$ cat config.mk
export PLATFORM = sky130hd
export DESIGN_NAME = adc_pwr_ctrl
export DESIGN_NICKNAME = d
export VERILOG_FILES = /design/src/rtl/adc_pwr_pkg.sv /design/src/rtl/adc_frame_seq.sv /design/src/rtl/adc_rx_shift.sv /design/src/rtl/adc_pwr_ctrl.sv
export SDC_FILE = /design/constraint.sdc
export NUM_CORES = 1
export LEC_CHECK = 0
export ABC_CLOCK_PERIOD_IN_PS = 6000
export BUFFER_PORTS_ARGS = -buffer_cell sky130_fd_sc_hd__buf_2
export CORE_AREA = 2 2 79 81
export CTS_CLUSTER_DIAMETER = 100
export DETAILED_ROUTE_END_ITERATION = 7
export DIE_AREA = 0 0 81 83
export PLACE_DENSITY = 0.73
export SYNTH_ARGS = -nofsm -noshare
export SYNTH_HDL_FRONTEND = slang
export SYNTH_HIERARCHICAL = 1
export SYNTH_SLANG_ARGS = --single-unit
$ cat constraint.sdc
create_clock -name clk -period 6 [get_ports clk]
set_input_delay 1.5 -clock clk [delete_from_list [all_inputs] [get_ports clk]]
set_output_delay 1.5 -clock clk [all_outputs]
set_load 0.005 [all_outputs]
$ cat src/rtl/adc_pwr_pkg.sv
package adc_pwr_pkg;
  localparam int NFALL   = 16;
  localparam int RES_W   = 10;
  localparam int LEAD    = 3;
  localparam int SD_FALL = 12;

  typedef enum logic [1:0] {
    PS_UNKNOWN  = 2'd0,
    PS_SHUTDOWN = 2'd1,
    PS_WAKING   = 2'd2,
    PS_NORMAL   = 2'd3
  } pstate_e;

  typedef enum logic [1:0] {
    K_DUMMY = 2'd0,
    K_READ  = 2'd1,
    K_SD    = 2'd2
  } kind_e;

  // result field out of a stream where the first sampled bit is the MSB
  function automatic logic [RES_W-1:0] frame_word(input logic [NFALL-1:0] s, input int lead);
    logic [NFALL-1:0] t;
    t = s >> (NFALL - lead - RES_W);
    return t[RES_W-1:0];
  endfunction

  // cycles with chip select low for a frame that ends after `halves` toggles
  function automatic int low_cycles(input int div, input int halves);
    return halves * (div + 1);
  endfunction
endpackage

$ cat src/rtl/adc_frame_seq.sv
module adc_frame_seq #(
  parameter int DIV_W   = 4,
  parameter int QW      = 4,
  parameter int NFALL   = 16,
  parameter int SD_FALL = 12
) (
  input  logic             clk,
  input  logic             rst_n,
  input  logic             start,
  input  logic             partial,
  input  logic [DIV_W-1:0] div_i,
  input  logic [QW-1:0]    quiet_i,
  output logic             cs_n,
  output logic             sclk,
  output logic             fall_ev,
  output logic             rise_ev,
  output logic             end_ev,
  output logic             quiet_end,
  output logic             busy
);
  localparam int NW = $clog2(NFALL + 1);

  typedef enum logic [1:0] {SQ_IDLE, SQ_RUN, SQ_QUIET} sq_e;

  sq_e              st;
  logic [DIV_W-1:0] hcnt;
  logic [QW-1:0]    qcnt;
  logic [NW-1:0]    nfall;
  logic             cs_q, sclk_q, part_q;
  logic             tog_ev, cut_ev;

  assign tog_ev    = (st == SQ_RUN) && (hcnt == div_i);
  assign fall_ev   = tog_ev && sclk_q;
  assign rise_ev   = tog_ev && !sclk_q;
  assign cut_ev    = fall_ev && part_q && (nfall + NW'(1) == NW'(SD_FALL));
  assign end_ev    = (rise_ev && nfall == NW'(NFALL)) || cut_ev;
  assign quiet_end = (st == SQ_QUIET) && (qcnt == quiet_i);
  assign busy      = (st != SQ_IDLE);
  assign cs_n      = cs_q;
  assign sclk      = sclk_q;

  always_ff @(posedge clk or negedge rst_n) begin
    if (!rst_n) begin
      st     <= SQ_IDLE;
      cs_q   <= 1'b1;
      sclk_q <= 1'b1;
      hcnt   <= '0;
      qcnt   <= '0;
      nfall  <= '0;
      part_q <= 1'b0;
    end else begin
      case (st)
        SQ_IDLE: if (start) begin
          st     <= SQ_RUN;
          cs_q   <= 1'b0;
          sclk_q <= 1'b1;
          hcnt   <= '0;
          nfall  <= '0;
          part_q <= partial;
        end
        SQ_RUN: if (tog_ev) begin
          hcnt   <= '0;
          sclk_q <= !sclk_q;
          if (fall_ev) nfall <= nfall + NW'(1);
          if (end_ev) begin
            cs_q <= 1'b1;
            st   <= SQ_QUIET;
            qcnt <= '0;
          end
        end else begin
          hcnt <= hcnt + DIV_W'(1);
        end
        SQ_QUIET: begin
          sclk_q <= 1'b1;
          if (quiet_end) st <= SQ_IDLE;
          else qcnt <= qcnt + QW'(1);
        end
        default: st <= SQ_IDLE;
      endcase
    end
  end
endmodule

$ cat src/rtl/adc_rx_shift.sv
module adc_rx_shift #(
  parameter int  NFALL          = 16,
  parameter bit  SAMPLE_ON_FALL = 1'b0
) (
  input  logic             clk,
  input  logic             rst_n,
  input  logic             fall_ev,
  input  logic             rise_ev,
  input  logic             sdata_i,
  output logic [NFALL-1:0] stream_nxt
);
  logic [NFALL-1:0] shift_q;
  logic             samp_ev;

  assign samp_ev    = SAMPLE_ON_FALL ? fall_ev : rise_ev;
  assign stream_nxt = {shift_q[NFALL-2:0], sdata_i};

  always_ff @(posedge clk or negedge rst_n) begin
    if (!rst_n) shift_q <= '0;
    else if (samp_ev) shift_q <= stream_nxt;
  end
endmodule

$ cat src/rtl/adc_pwr_ctrl.sv
module adc_pwr_ctrl
  import adc_pwr_pkg::*;
#(
  parameter int DIV_W = 4,
  parameter int QW    = 4
) (
  input  logic             clk,
  input  logic             rst_n,
  input  logic [DIV_W-1:0] div_i,
  input  logic [QW-1:0]    quiet_i,
  input  logic             rd_req_i,
  input  logic             sd_req_i,
  input  logic             sdata_i,
  output logic             cs_n_o,
  output logic             sclk_o,
  output logic [RES_W-1:0] data_o,
  output logic             valid_o,
  output logic             done_o,
  output logic             busy_o,
  output logic [1:0]       pstate_o
);
  logic             fall_ev, rise_ev, end_ev, quiet_end, seq_busy;
  logic [NFALL-1:0] stream_nxt;
  logic             go, pend_v, acc_rd, acc_sd;
  kind_e            kind, pend_k;
  pstate_e          pstate;

  adc_frame_seq #(.DIV_W(DIV_W), .QW(QW), .NFALL(NFALL), .SD_FALL(SD_FALL)) u_seq (
    .clk(clk), .rst_n(rst_n), .start(go), .partial(kind == K_SD),
    .div_i(div_i), .quiet_i(quiet_i), .cs_n(cs_n_o), .sclk(sclk_o),
    .fall_ev(fall_ev), .rise_ev(rise_ev), .end_ev(end_ev),
    .quiet_end(quiet_end), .busy(seq_busy)
  );

  adc_rx_shift #(.NFALL(NFALL), .SAMPLE_ON_FALL(1'b0)) u_rx (
    .clk(clk), .rst_n(rst_n), .fall_ev(fall_ev), .rise_ev(rise_ev),
    .sdata_i(sdata_i), .stream_nxt(stream_nxt)
  );

  assign busy_o   = seq_busy | go | pend_v;
  assign acc_rd   = rd_req_i && !busy_o;
  assign acc_sd   = sd_req_i && !busy_o && !rd_req_i;
  assign pstate_o = pstate;

  always_ff @(posedge clk or negedge rst_n) begin
    if (!rst_n) begin
      pstate  <= PS_UNKNOWN;
      go      <= 1'b0;
      kind    <= K_READ;
      pend_v  <= 1'b0;
      pend_k  <= K_READ;
      valid_o <= 1'b0;
      done_o  <= 1'b0;
      data_o  <= '0;
    end else begin
      go      <= 1'b0;
      valid_o <= 1'b0;
      done_o  <= 1'b0;
      if (acc_rd) begin
        go <= 1'b1;
        if (pstate == PS_NORMAL) begin
          kind <= K_READ;
        end else begin
          kind   <= K_DUMMY;
          pend_v <= 1'b1;
          pend_k <= K_READ;
          pstate <= PS_WAKING;
        end
      end else if (acc_sd) begin
        case (pstate)
          PS_NORMAL: begin
            go   <= 1'b1;
            kind <= K_SD;
          end
          PS_SHUTDOWN: done_o <= 1'b1;
          default: begin
            go     <= 1'b1;
            kind   <= K_DUMMY;
            pend_v <= 1'b1;
            pend_k <= K_SD;
            pstate <= PS_WAKING;
          end
        endcase
      end
      if (end_ev) begin
        case (kind)
          K_DUMMY: pstate <= PS_NORMAL;
          K_READ: begin
            valid_o <= 1'b1;
            data_o  <= frame_word(stream_nxt, LEAD);
          end
          default: begin
            pstate <= PS_SHUTDOWN;
            done_o <= 1'b1;
          end
        endcase
      end
      if (quiet_end && pend_v) begin
        go     <= 1'b1;
        kind   <= pend_k;
        pend_v <= 1'b0;
      end
    end
  end
endmodule

# == After elaboration in Yosys (flattened, before gate mapping) ==
# Cells that the tools add are included.
# totals
register_bits,50
in_bits,13
out_inout_bits,17
# classes
addsub,3
n_eq_ne,21
muxes,54
bitwise,2
n_reduce_logical,36
# ops
op,n
2-to-1 mux 2 bit,16
2-to-1 mux 1 bit,22
2-to-1 mux 4 bit,5
case mux 4 bit (2 select lines),2
AND reduction 4 bit,4
2-to-1 mux 5 bit,3
logical AND 1 bit,11
"inequality test 2 bit, second input constant",5
case mux 5 bit (2 select lines),1
AND reduction 3 bit,3
"adder 4 x 1 -> 4 bit, second input constant",2
equality test 4 bit,2
case mux 2 bit (2 select lines),2
AND reduction 2 bit,4
nonzero test 2 bit,4
"equality test 2 x 1 -> 1 bit, second input constant",3
"equality test 2 bit, second input constant",3
"inequality test 2 x 1 -> 1 bit, second input constant",3
case mux 2 bit (3 select lines),1
nonzero test 3 bit,2
"adder 5 x 1 -> 5 bit, second input constant",1
"equality test 5 x 4 -> 1 bit, second input constant",1
"equality test 5 bit, second input constant",1
logical NOT 2 bit,2
9 further kinds,13

# == Logic depth before layout (Yosys ltp) ==
# Gate-level depths: netlist of run 1.
# depth
depth_word,10
mapped_depth,8

# == Cells and area by module ==
# Netlist of run 1, hierarchy kept.
# modules_own_cells
module,n_inst,cells_per_inst,area_each_um2,seq_area_each_um2
adc_frame_seq,1,108,1067.3,452.9
adc_pwr_ctrl,1,68,867.1,503.0
adc_rx_shift,1,33,620.6,375.4

# == Worst setup path before layout of run 1 ==
# Ideal clock, no wire load.
# synth_path
path_kind,input to register
start,input div_i[3]
end,register data_o[0]
setup_time_ps,125
arrival_ps,2956
path_slack_ps,2920
stages,7
path_buffers,1
cell_sequence,xor2_1 -> nor4_4 -> nand4_1 -> nand2_1 -> nand3_1 -> buf_2 -> mux2_2
# synth_between
elab_chain_cells,7
word_cells_on_any_way,9
cone_classes,eq/ne: 1; reduce/logical: 8
# synth_lines
item,line_no,text
from (decl),adc_pwr_ctrl.sv:9,"input logic [DIV_W-1:0] div_i,"
equality test 4 bit (*),adc_frame_seq.sv:32,assign tog_ev = (st == SQ_RUN) && (hcnt == div_i);
logical AND 1 bit (*),adc_frame_seq.sv:32,
logical AND 1 bit,adc_frame_seq.sv:33,assign fall_ev = tog_ev && sclk_q;
logical AND 1 bit (2 in a row),adc_frame_seq.sv:35,assign cut_ev = fall_ev && part_q && (nfall + NW'(1) == NW'(SD_FALL));
logical OR 1 bit (*),adc_frame_seq.sv:36,assign end_ev = (rise_ev && nfall == NW'(NFALL)) || cut_ev;
named net end_ev,adc_pwr_ctrl.sv:22,"logic fall_ev, rise_ev, end_ev, quiet_end, seq_busy;"
AND reduction 2 bit (no line) (*),-,
to (signal assigned),adc_pwr_ctrl.sv:90,"data_o <= frame_word(stream_nxt, LEAD);"
to (decl),adc_pwr_ctrl.sv:16,"output logic [RES_W-1:0] data_o,"
# The timed path passes the listed nets; every way through them passes the cells marked *.
# A chain may end at the register's enable or synchronous reset.

# == Worst setup path in the final report of run 1 ==
# layout_path
start,input div_i[3]
end,register data_o[2]
# The elaborated chain is that of the path after synthesis.

==> results.toml, run 1 <==
[critical_path]
cp.required_ns = 6.20
crit_buf_inv = 1
critical_path_class = "in -> reg"
worstSetupEndpoint = "data_o[2]"
rrSetupSlack_ns = 3.46
rr_worst_depth = 6
cp_top_family = "simple AND/OR/NAND/NOR gates"
cp_num_cells = 7
critPathMaxStageDelay_ns = 0.47
r2r-start = "u_seq/hcnt[3]"
worstPathArrival_ns = 3.60
end_kind = "flip-flop"
startpoint_type = "input port"
reg2reg_to = "data_o[2]"
slowest_stage = "nor4_4"
crit_chain = "buf_2 -> xor2_1 -> nor4_4 -> nand4_1 -> nand2_1 -> nand3_1 -> mux2_2"
setup.worst_path.start = "div_i[3]"
cp_max_fo = 11

[cells_and_area]
nets = 252
diodes = 0
layout.cells.non_filler = 310
n_fill_cell = 561
layout-drive-gt1-share_pct = 31.9
multi_input_area_um2 = 1100
ff_latch_area_um2 = 1260
syn2layout_area_growth_pct = 12.3

[clock_network]
clockRootBuffer = "clkbuf_8"
post_cts_resized = 0
clock_sinks = 50
clk_pin_slew_ns = 0.10
cts_buffers = 5
clkLatencyLatePin_ns = 0.31
ctsHoldBuffers = 0
cts_buffer_depth = 2
post_cts_buffers = 0
cts_tree = "yes"
cts_max_level = 2

[power_and_ir_drop]
vdd_drop_max_mv = 0.109
power_density_nw_per_um2 = 287
cellLeakagePower_nw = 1.33
power_uw = 783

[synth]
syn_nets = 220
netlist_area_um2 = 2430
yosysWarnings = 6
synthCells = 202
avgSynthCellArea_um2 = 12.1

[grt]
antenna_found_initial = 0
overflow = 0
grtUsageTotal_pct = 13.7
grt_max_degree = 51
grt_pass1_wl_um = 7180
grt_pass1_vias = 1566

[route]
vias = 1614
routed_wl_um = 4260
drt-initial-drc-count = 111
detail_route.wl_per_cell_um = 13.7
drtAntennaViolNets = 0
firstDrtPassIters = 4
drc_errors = 0
via_per_inst = 5.21

[place]
dp.cells = 302
io_buffer_count = 29
globalplace.congestion = 0.822
hpwl_um = 3000

[timing]
slew_viol_final = 0
fin_crit_sh_pct = 56.6
whs_ns = 0.510
setup-violations-final = 0
setup_tns_ns = 0
slew_headroom_pct = 52.6
clock.fmax_mhz = 294
rsz0062_at_grt = "false"
min_period_ns = 3.40
hold_viol = 0
worst_pin_slew_ns = 0.711
fin_skew_ns = 0.00818

[hold_path]
hold_path_class = "reg -> reg"

[die]
core_area_um2 = 5820
fp.dieH_um = 83
dieWidth_um = 81
die_area_um2 = 6720
rows = 28
io_pins = 30
start_util_pct = 41.9

[run]
maxCapViolCount = 0

[status]
status = "finished, final reports clean"
==> worst register-to-register path: cells and delay by family, from the launching register on <==
family	cells	cell delay, ns
xor gates and xnor gates	1	0.19
DFF	1	0.43
muxes	1	0.44
and+or+nand+nor	4	1.38
==> how the worst min path moves through the flow <==
stage                  start             to  slack (ns)  cells past startpoint
2_1_floorplan  u_seq/qcnt[3]  u_seq/qcnt[3]        0.47                      1
3_3_place_gp       data_o[8]      data_o[8]        0.49                      1
3_5_place_dp       data_o[4]      data_o[4]        0.49                      1
4_1_cts              kind[0]        kind[0]        0.51                      1
5_1_grt            pend_k[0]      pend_k[0]        0.53                      1
6_report             kind[0]        kind[0]        0.51                      1
==> cell usage in the layout (no fill, tap or decap), drive strengths merged, types with 6 or more instances in the layout <==
cell type	n
a21oi	6
buf	30
dfrtp	46
inv	12
mux2	24
nand2	12
nand3	8
nor2	11
nor2b	6
o21ai	8
xnor2	6
==> routing by layer <==
| metal | vias to the layer above | part of all wire, % | track usage [%] |
|---|---|---|---|
| li1 | 776 | - | - |
| met1 | 802 | 47 | 18.4 |
| met2 | 29 | 47 | 21.0 |
| met3 | 7 | 3.3 | 2.50 |
| met4 | 0 | 2.4 | 6.93 |
| met5 | - | 0 | 0 |
==> final cells by class <==
| class | instances | area share, % |
|---|---|---|
| multi-input cells | 137 | 40.1 |
| flip-flops and latches | 50 | 45.9 |
| clock inverters | 3 | 1.05 |
| inverters | 10 | 1.37 |
| clock buffers | 5 | 2.52 |
| repair buffers | 30 | 5.58 |
| well taps | 75 | 3.43 |
==> power breakdown <==
part	internal, mW	switching [mW]
clock	0.0873	0.121
sequential	0.378	0.0466
combinational	0.0753	0.0754
total	0.541	0.243
==> flip-flops by register name (all words and copies together), names as in the netlist, 2 cells and up <==
name,flops
u_seq/st,2
u_seq/nfall,5
u_seq/qcnt,4
pend_k,2
pstate_o,2
kind,2
u_seq/hcnt,4
data_o,10
u_rx/shift_q,12
==> per-stage QoR <==
| stage | area (µm²) | utilization, % | worst slack (ns) |
|---|---|---|---|
| 3_5_place_dp | 2640 | 45.3 | 2.24 |
| 6_report | 2730 | 47.0 | 2.60 |
| 2_1_floorplan | 2430 | - | 2.92 |
| 3_3_place_gp | 2640 | 45.3 | 2.37 |
| 5_1_grt | 2730 | 47.0 | 2.46 |
| 4_1_cts | 2730 | 47.0 | 2.55 |
Power figures use the tool's default switching activity.
==> run 2, diff against run 1 <==
--- a/config.mk
+++ b/config.mk
@@ -5,12 +5,13 @@
 export SDC_FILE = /design/constraint.sdc
 export NUM_CORES = 1
 export LEC_CHECK = 0
-export ABC_CLOCK_PERIOD_IN_PS = 6000
+export ABC_AREA = 1
+export ABC_CLOCK_PERIOD_IN_PS = 3450
 export BUFFER_PORTS_ARGS = -buffer_cell sky130_fd_sc_hd__buf_2
-export CORE_AREA = 2 2 79 81
+export CORE_AREA = 2 2 81 83
 export CTS_CLUSTER_DIAMETER = 100
 export DETAILED_ROUTE_END_ITERATION = 7
-export DIE_AREA = 0 0 81 83
+export DIE_AREA = 0 0 83 85
 export PLACE_DENSITY = 0.73
 export SYNTH_ARGS = -nofsm -noshare
 export SYNTH_HDL_FRONTEND = slang
==> constraint.sdc (replaced) <==
create_clock -name clk -period 3.45 [get_ports clk]
set_input_delay 0.8625 -clock clk [delete_from_list [all_inputs] [get_ports clk]]
set_output_delay 0.8625 -clock clk [all_outputs]
set_load 0.005 [all_outputs]
==> run 2 against run 1 <==
Net effect: synthesized area up 6.7%; synthesized cell count up 55%; first-iteration DRC count decreased by 2.7%; worst hold slack lost 0.036 ns; die area rose by 4.9%; critical endpoint is now data_o[3]; highest routed layer unchanged.
==> results.toml, run 2 <==
[grt]
grtUsageTotal_pct = 14.4
grt_pass1_vias = 1881
grt_pass1_wl_um = 8330
overflow = 0
antenna_found_initial = 0
grt_max_degree = 33

[synth]
synthCells = 314
avgSynthCellArea_um2 = 8.27
syn_nets = 332
yosysWarnings = 6
netlist_area_um2 = 2600

[timing]
hold_viol = 0
slew_headroom_pct = 51.7
min_period_ns = 2.32
clock.fmax_mhz = 430
fin_crit_sh_pct = 67.3
slew_viol_final = 0
whs_ns = 0.474
fin_skew_ns = 0.00870
worst_pin_slew_ns = 0.725
setup_tns_ns = 0
setup-violations-final = 0
rsz0062_at_grt = "false"

[critical_path]
worstPathArrival_ns = 2.57
end_kind = "flip-flop"
critical_path_class = "in -> reg"
rr_worst_depth = 10
rrSetupSlack_ns = 1.21
worstSetupEndpoint = "data_o[3]"
startpoint_type = "input port"
cp_max_fo = 11
reg2reg_to = "data_o[3]"
cp.required_ns = 3.70
r2r-start = "u_seq/nfall[0]"
setup.worst_path.start = "div_i[1]"

[power_and_ir_drop]
cellLeakagePower_nw = 1.63
power_density_nw_per_um2 = 513
vdd_drop_max_mv = 0.335

[clock_network]
clockRootBuffer = "clkbuf_8"
clk_pin_slew_ns = 0.09
cts_max_level = 2
clock_sinks = 50
post_cts_resized = 0
cts_tree = "yes"
post_cts_buffers = 0
cts_buffer_depth = 2
clkLatencyLatePin_ns = 0.30
cts_buffers = 5
ctsHoldBuffers = 0

[die]
dieWidth_um = 83
io_pins = 30
rows = 29
core_area_um2 = 6200
start_util_pct = 41.9
die_area_um2 = 7060
fp.dieH_um = 85

[route]
drc_errors = 0
firstDrtPassIters = 4
via_per_inst = 4.66
detail_route.wl_per_cell_um = 10.9
routed_wl_um = 4620
drtAntennaViolNets = 0
vias = 1975
drt-initial-drc-count = 108

[cells_and_area]
final_cell_mix = "nand2_1, dfrtp_1, buf_2"
regMostFlops = "u_rx/shift_q"
largest_reg_flops = 12
layout-drive-gt1-share_pct = 23.9
layout.cells.most_common = "nand2_1"
diodes = 0
reg_top3 = "u_rx/shift_q (12), data_o (10), u_seq/nfall (5)"
nets = 364
fin_util_pct = 46.8
syn2layout_area_growth_pct = 11.8

[run]
maxCapViolCount = 0

[place]
io_buffer_count = 29
globalplace.congestion = 0.800
hpwl_um = 3540

[status]
status = "finished, final reports clean"

[hold_path]
hold_path_class = "reg -> reg"
[run 2: critical path: stages]
cell and delay, ns:
buf_2 0.09, inv_1 0.03, nand2_1 0.04, nand2_1 0.08, nor2_4 0.17, nand4_1 0.30
nand2_1 0.24, nand2_1 0.25, inv_1 0.33, nand2_1 0.10, nand2_1 0.07
[run 2: per-stage QoR]
step	instances	power, mW	cell area [µm²]	setup slack [ns]
global placement	416	1.08	2790	0.912
floorplan	314	1.02	2600	1.45
global route	424	1.60	2900	0.914
CTS	424	1.51	2900	1.14
finish	424	1.49	2900	1.13
detailed placement	416	1.09	2790	0.817
[run 2: area by class of cell]
| cell class | count | area, µm² |
|---|---|---|
| fillers | 615 | 3300 |
| clock buffers | 5 | 68.8 |
| multi-input cells | 224 | 1150 |
| clock inverters | 3 | 43.8 |
| well taps | 77 | 96.3 |
| repair buffers | 30 | 153 |
| flip-flops and latches | 50 | 1260 |
| inverters | 35 | 136 |
[run 2: worst min-delay path by stage]
stage                            endpoint  slack, ns  cells past startpoint             from
after global routing              kind[0]       0.51                      2          kind[0]
final                          u_seq/cs_n       0.47                      2       u_seq/cs_n
after global placement    u_rx/shift_q[0]       0.45                      2  u_rx/shift_q[0]
after floorplan            u_seq/nfall[4]       0.44                      2   u_seq/nfall[4]
after detailed placement        data_o[6]       0.46                      2        data_o[6]
after CTS                      u_seq/cs_n       0.48                      2       u_seq/cs_n
[run 2: power breakdown]
part | switching, mW | internal (mW) | total, mW
clock | 0.196 | 0.217 | 0.413
combinational | 0.208 | 0.125 | 0.333
sequential | 0.0810 | 0.662 | 0.743
[run 2: per-layer routing]
metal | GRT usage [%] | share of wire [%]
met4 | 5.81 | 1.3
met5 | 0 | 0
met3 | 3.40 | 2.8
met2 | 23.2 | 44
met1 | 19.0 | 52
==> run 3, diff against run 2 <==
--- a/config.mk
+++ b/config.mk
@@ -5,14 +5,14 @@
 export SDC_FILE = /design/constraint.sdc
 export NUM_CORES = 1
 export LEC_CHECK = 0
-export ABC_AREA = 1
-export ABC_CLOCK_PERIOD_IN_PS = 3450
+export ABC_AREA = 0
+export ABC_CLOCK_PERIOD_IN_PS = 2000
 export BUFFER_PORTS_ARGS = -buffer_cell sky130_fd_sc_hd__buf_2
-export CORE_AREA = 2 2 81 83
+export CORE_AREA = 2 2 79 81
 export CTS_CLUSTER_DIAMETER = 100
 export DETAILED_ROUTE_END_ITERATION = 7
-export DIE_AREA = 0 0 83 85
-export PLACE_DENSITY = 0.73
+export DIE_AREA = 0 0 81 83
+export PLACE_DENSITY = 0.75
 export SYNTH_ARGS = -nofsm -noshare
 export SYNTH_HDL_FRONTEND = slang
 export SYNTH_HIERARCHICAL = 1
==> constraint.sdc (replaced) <==
create_clock -name clk -period 2 [get_ports clk]
set_input_delay 0.5 -clock clk [delete_from_list [all_inputs] [get_ports clk]]
set_output_delay 0.5 -clock clk [all_outputs]
set_load 0.005 [all_outputs]
==> run 3 against run 2 <==
Net effect: clock-buffer cell count unchanged; register-to-register slack got worse by 1.1 ns; critical path type is now reg -> reg; clock power increased by 50%; final area decreased by 0.34%; final cell count decreased by 24%; worst setup slack got worse by 1.0 ns; sequential share of layout area increased by 0.15 points; combinational power increased by 74%.
==> results.toml, run 3 (synthesis results as in run 1) <==
[timing]
whs_ns = 0.157
hold_viol = 0
clock.fmax_mhz = 521
min_period_ns = 1.92
worst_pin_slew_ns = 0.351
setup_ws_ns = 0.0792
fin_skew_ns = 0.0113
rsz0062_at_grt = "true"
setup-violations-final = 0
slew_viol_final = 0
slew_headroom_pct = 76.5
fin_crit_sh_pct = 96.0
setup_tns_ns = 0

[grt]
grt_max_degree = 51
grt_pass1_wl_um = 7560
grt_pass1_vias = 1618
antenna_found_initial = 0
grtUsageTotal_pct = 14.5
overflow = 0

[power_and_ir_drop]
power_density_nw_per_um2 = 841
vdd_drop_max_mv = 0.404
power_frac_comb_pct = 23.8
p_sw_share_pct = 30.7
sequentialPowerShare_pct = 50.7
p_int_mw = 1.69
p_switching_uw = 747
power_frac_clock_pct = 25.5
cellLeakagePower_nw = 1.41

[cells_and_area]
fin_util_pct = 49.8
largest_reg_flops = 12
syn2layout_area_growth_pct = 18.9
ff_latch_area_um2 = 1260
reg_top3 = "u_rx/shift_q (12), data_o (10), u_seq/nfall (5)"
nets = 266
layout-drive-gt1-share_pct = 37.3
regMostFlops = "u_rx/shift_q"
diodes = 0
final_cell_mix = "dfrtp_1, buf_2, mux2_2"
n_fill_cell = 544
layout.cells.most_common = "dfrtp_1"
multi_input_area_um2 = 1120

[critical_path]
critical_path_class = "reg -> reg"
setup.worst_path.start = "u_seq/hcnt[3]"
critPathMaxStageDelay_ns = 0.43
slowest_stage = "dfrtp_1"
cp_top_family = "simple AND/OR/NAND/NOR gates"
rrSetupSlack_ns = 0.08
crit_chain = "xor2_1 -> nor4_4 -> nand4_1 -> nand2_2 -> nand3_2 -> buf_12 -> mux2_2"
rr_worst_depth = 7
end_kind = "flip-flop"
r2r-start = "u_seq/hcnt[3]"
startpoint_type = "flip-flop"
reg2reg_to = "data_o[6]"
worstSetupEndpoint = "data_o[6]"
worstPathArrival_ns = 2.13
crit_buf_inv = 1
cp_num_cells = 7
cp_max_fo = 11
cp.required_ns = 2.21

[clock_network]
clockRootBuffer = "clkbuf_8"
ctsHoldBuffers = 0
clkLatencyLatePin_ns = 0.31
cts_tree = "yes"
clock_sinks = 50
cts_buffers = 5
cts_buffer_depth = 2
clk_pin_slew_ns = 0.10
cts_max_level = 2

[status]
status = "finished, final reports clean"

[hold_path]
hold_path_class = "in -> async"

[place]
io_buffer_count = 29
place_ws_ns = -0.127
globalplace.congestion = 0.846
hpwl_um = 3130

[route]
drt-initial-drc-count = 89
drtAntennaViolNets = 0
vias = 1621
wirelength_met1_um = 2010
firstDrtPassIters = 4
routed_wl_um = 4340
drc_errors = 0
wl_met2_um = 2050
dr_wl_met3_um = 187
via_per_inst = 5.00
detail_route.wl_per_cell_um = 13.4
routed.top_layer = "met4"

[die]
core_area_um2 = 5820
die_area_um2 = 6720
dieWidth_um = 81
io_pins = 30
start_util_pct = 41.9
fp.dieH_um = 83
rows = 28

[run]
maxCapViolCount = 0
-- run 3: cell types whose count changed in the layout (fill, tap and decap cells not counted), sizes merged, moves of 5 or more --
cell	before	now
inv	36	12
nand3	14	8
nor2b	0	6
nand2b	0	5
buf	30	44
nand2	141	12
nand4	10	2
mux2	0	24
nor2	24	11
-- run 3: power by group through the flow --
| stage | logic [mW] | clock network (mW) | registers (mW) |
|---|---|---|---|
| global route | 0.649 | 0.687 | 1.26 |
| floorplan | 0.362 | 0 | 1.26 |
| CTS | 0.583 | 0.644 | 1.23 |
| detailed placement | 0.580 | 0 | 1.25 |
| finish | 0.578 | 0.621 | 1.23 |
| global placement | 0.564 | 0 | 1.25 |
-- run 3: how the worst min path moves through the flow --
| stage | from | end | slack (ns) | depth (start not counted) |
|---|---|---|---|---|
| 2_1_floorplan | rst_n | data_o[0] | 0.20 | 0 |
| 3_3_place_gp | data_o[9] | data_o[9] | 0.48 | 1 |
| 3_5_place_dp | data_o[5] | data_o[5] | 0.49 | 1 |
| 4_1_cts | rst_n | data_o[2] | 0.16 | 2 |
| 5_1_grt | rst_n | data_o[2] | 0.16 | 2 |
| 6_report | rst_n | data_o[2] | 0.16 | 2 |
-- run 3: routing by layer --
metal | up-vias | track usage [%]
met5 | - | 0
met4 | 0 | 6.32
met3 | 7 | 3.37
met2 | 34 | 22.0
met1 | 776 | 19.5
li1 | 804 | -
-- run 3: worst reg2reg max path: cells and delay by family (launching register included) --
kind	cells	cell delay, ns
buf+inv	1	0.15
simple gates	4	0.77
flops	1	0.43
mux	1	0.27
xor+xnor	1	0.18
-- run 3: cell type report --
class | instances | share of cell area [%]
repair buffers | 44 | 10.2
well taps | 75 | 3.24
multi-input cells | 137 | 38.6
inverters | 10 | 1.30
clock buffers | 5 | 2.38
flip-flops and latches | 50 | 43.4
clock inverters | 3 | 0.908
-- run 3: metrics by stage --
step | area, µm² | cells | total power [mW]
floorplan | 2460 | 202 | 1.62
global route | 2890 | 324 | 2.59
global placement | 2790 | 315 | 1.81
CTS | 2880 | 323 | 2.46
detailed placement | 2790 | 315 | 1.83
finish | 2890 | 324 | 2.43
-- run 3: repair_timing --
action	in CTS	in global routing
buffers inserted	0	1
endpoints found under the setup margin	0	11
gates resized for setup	0	1
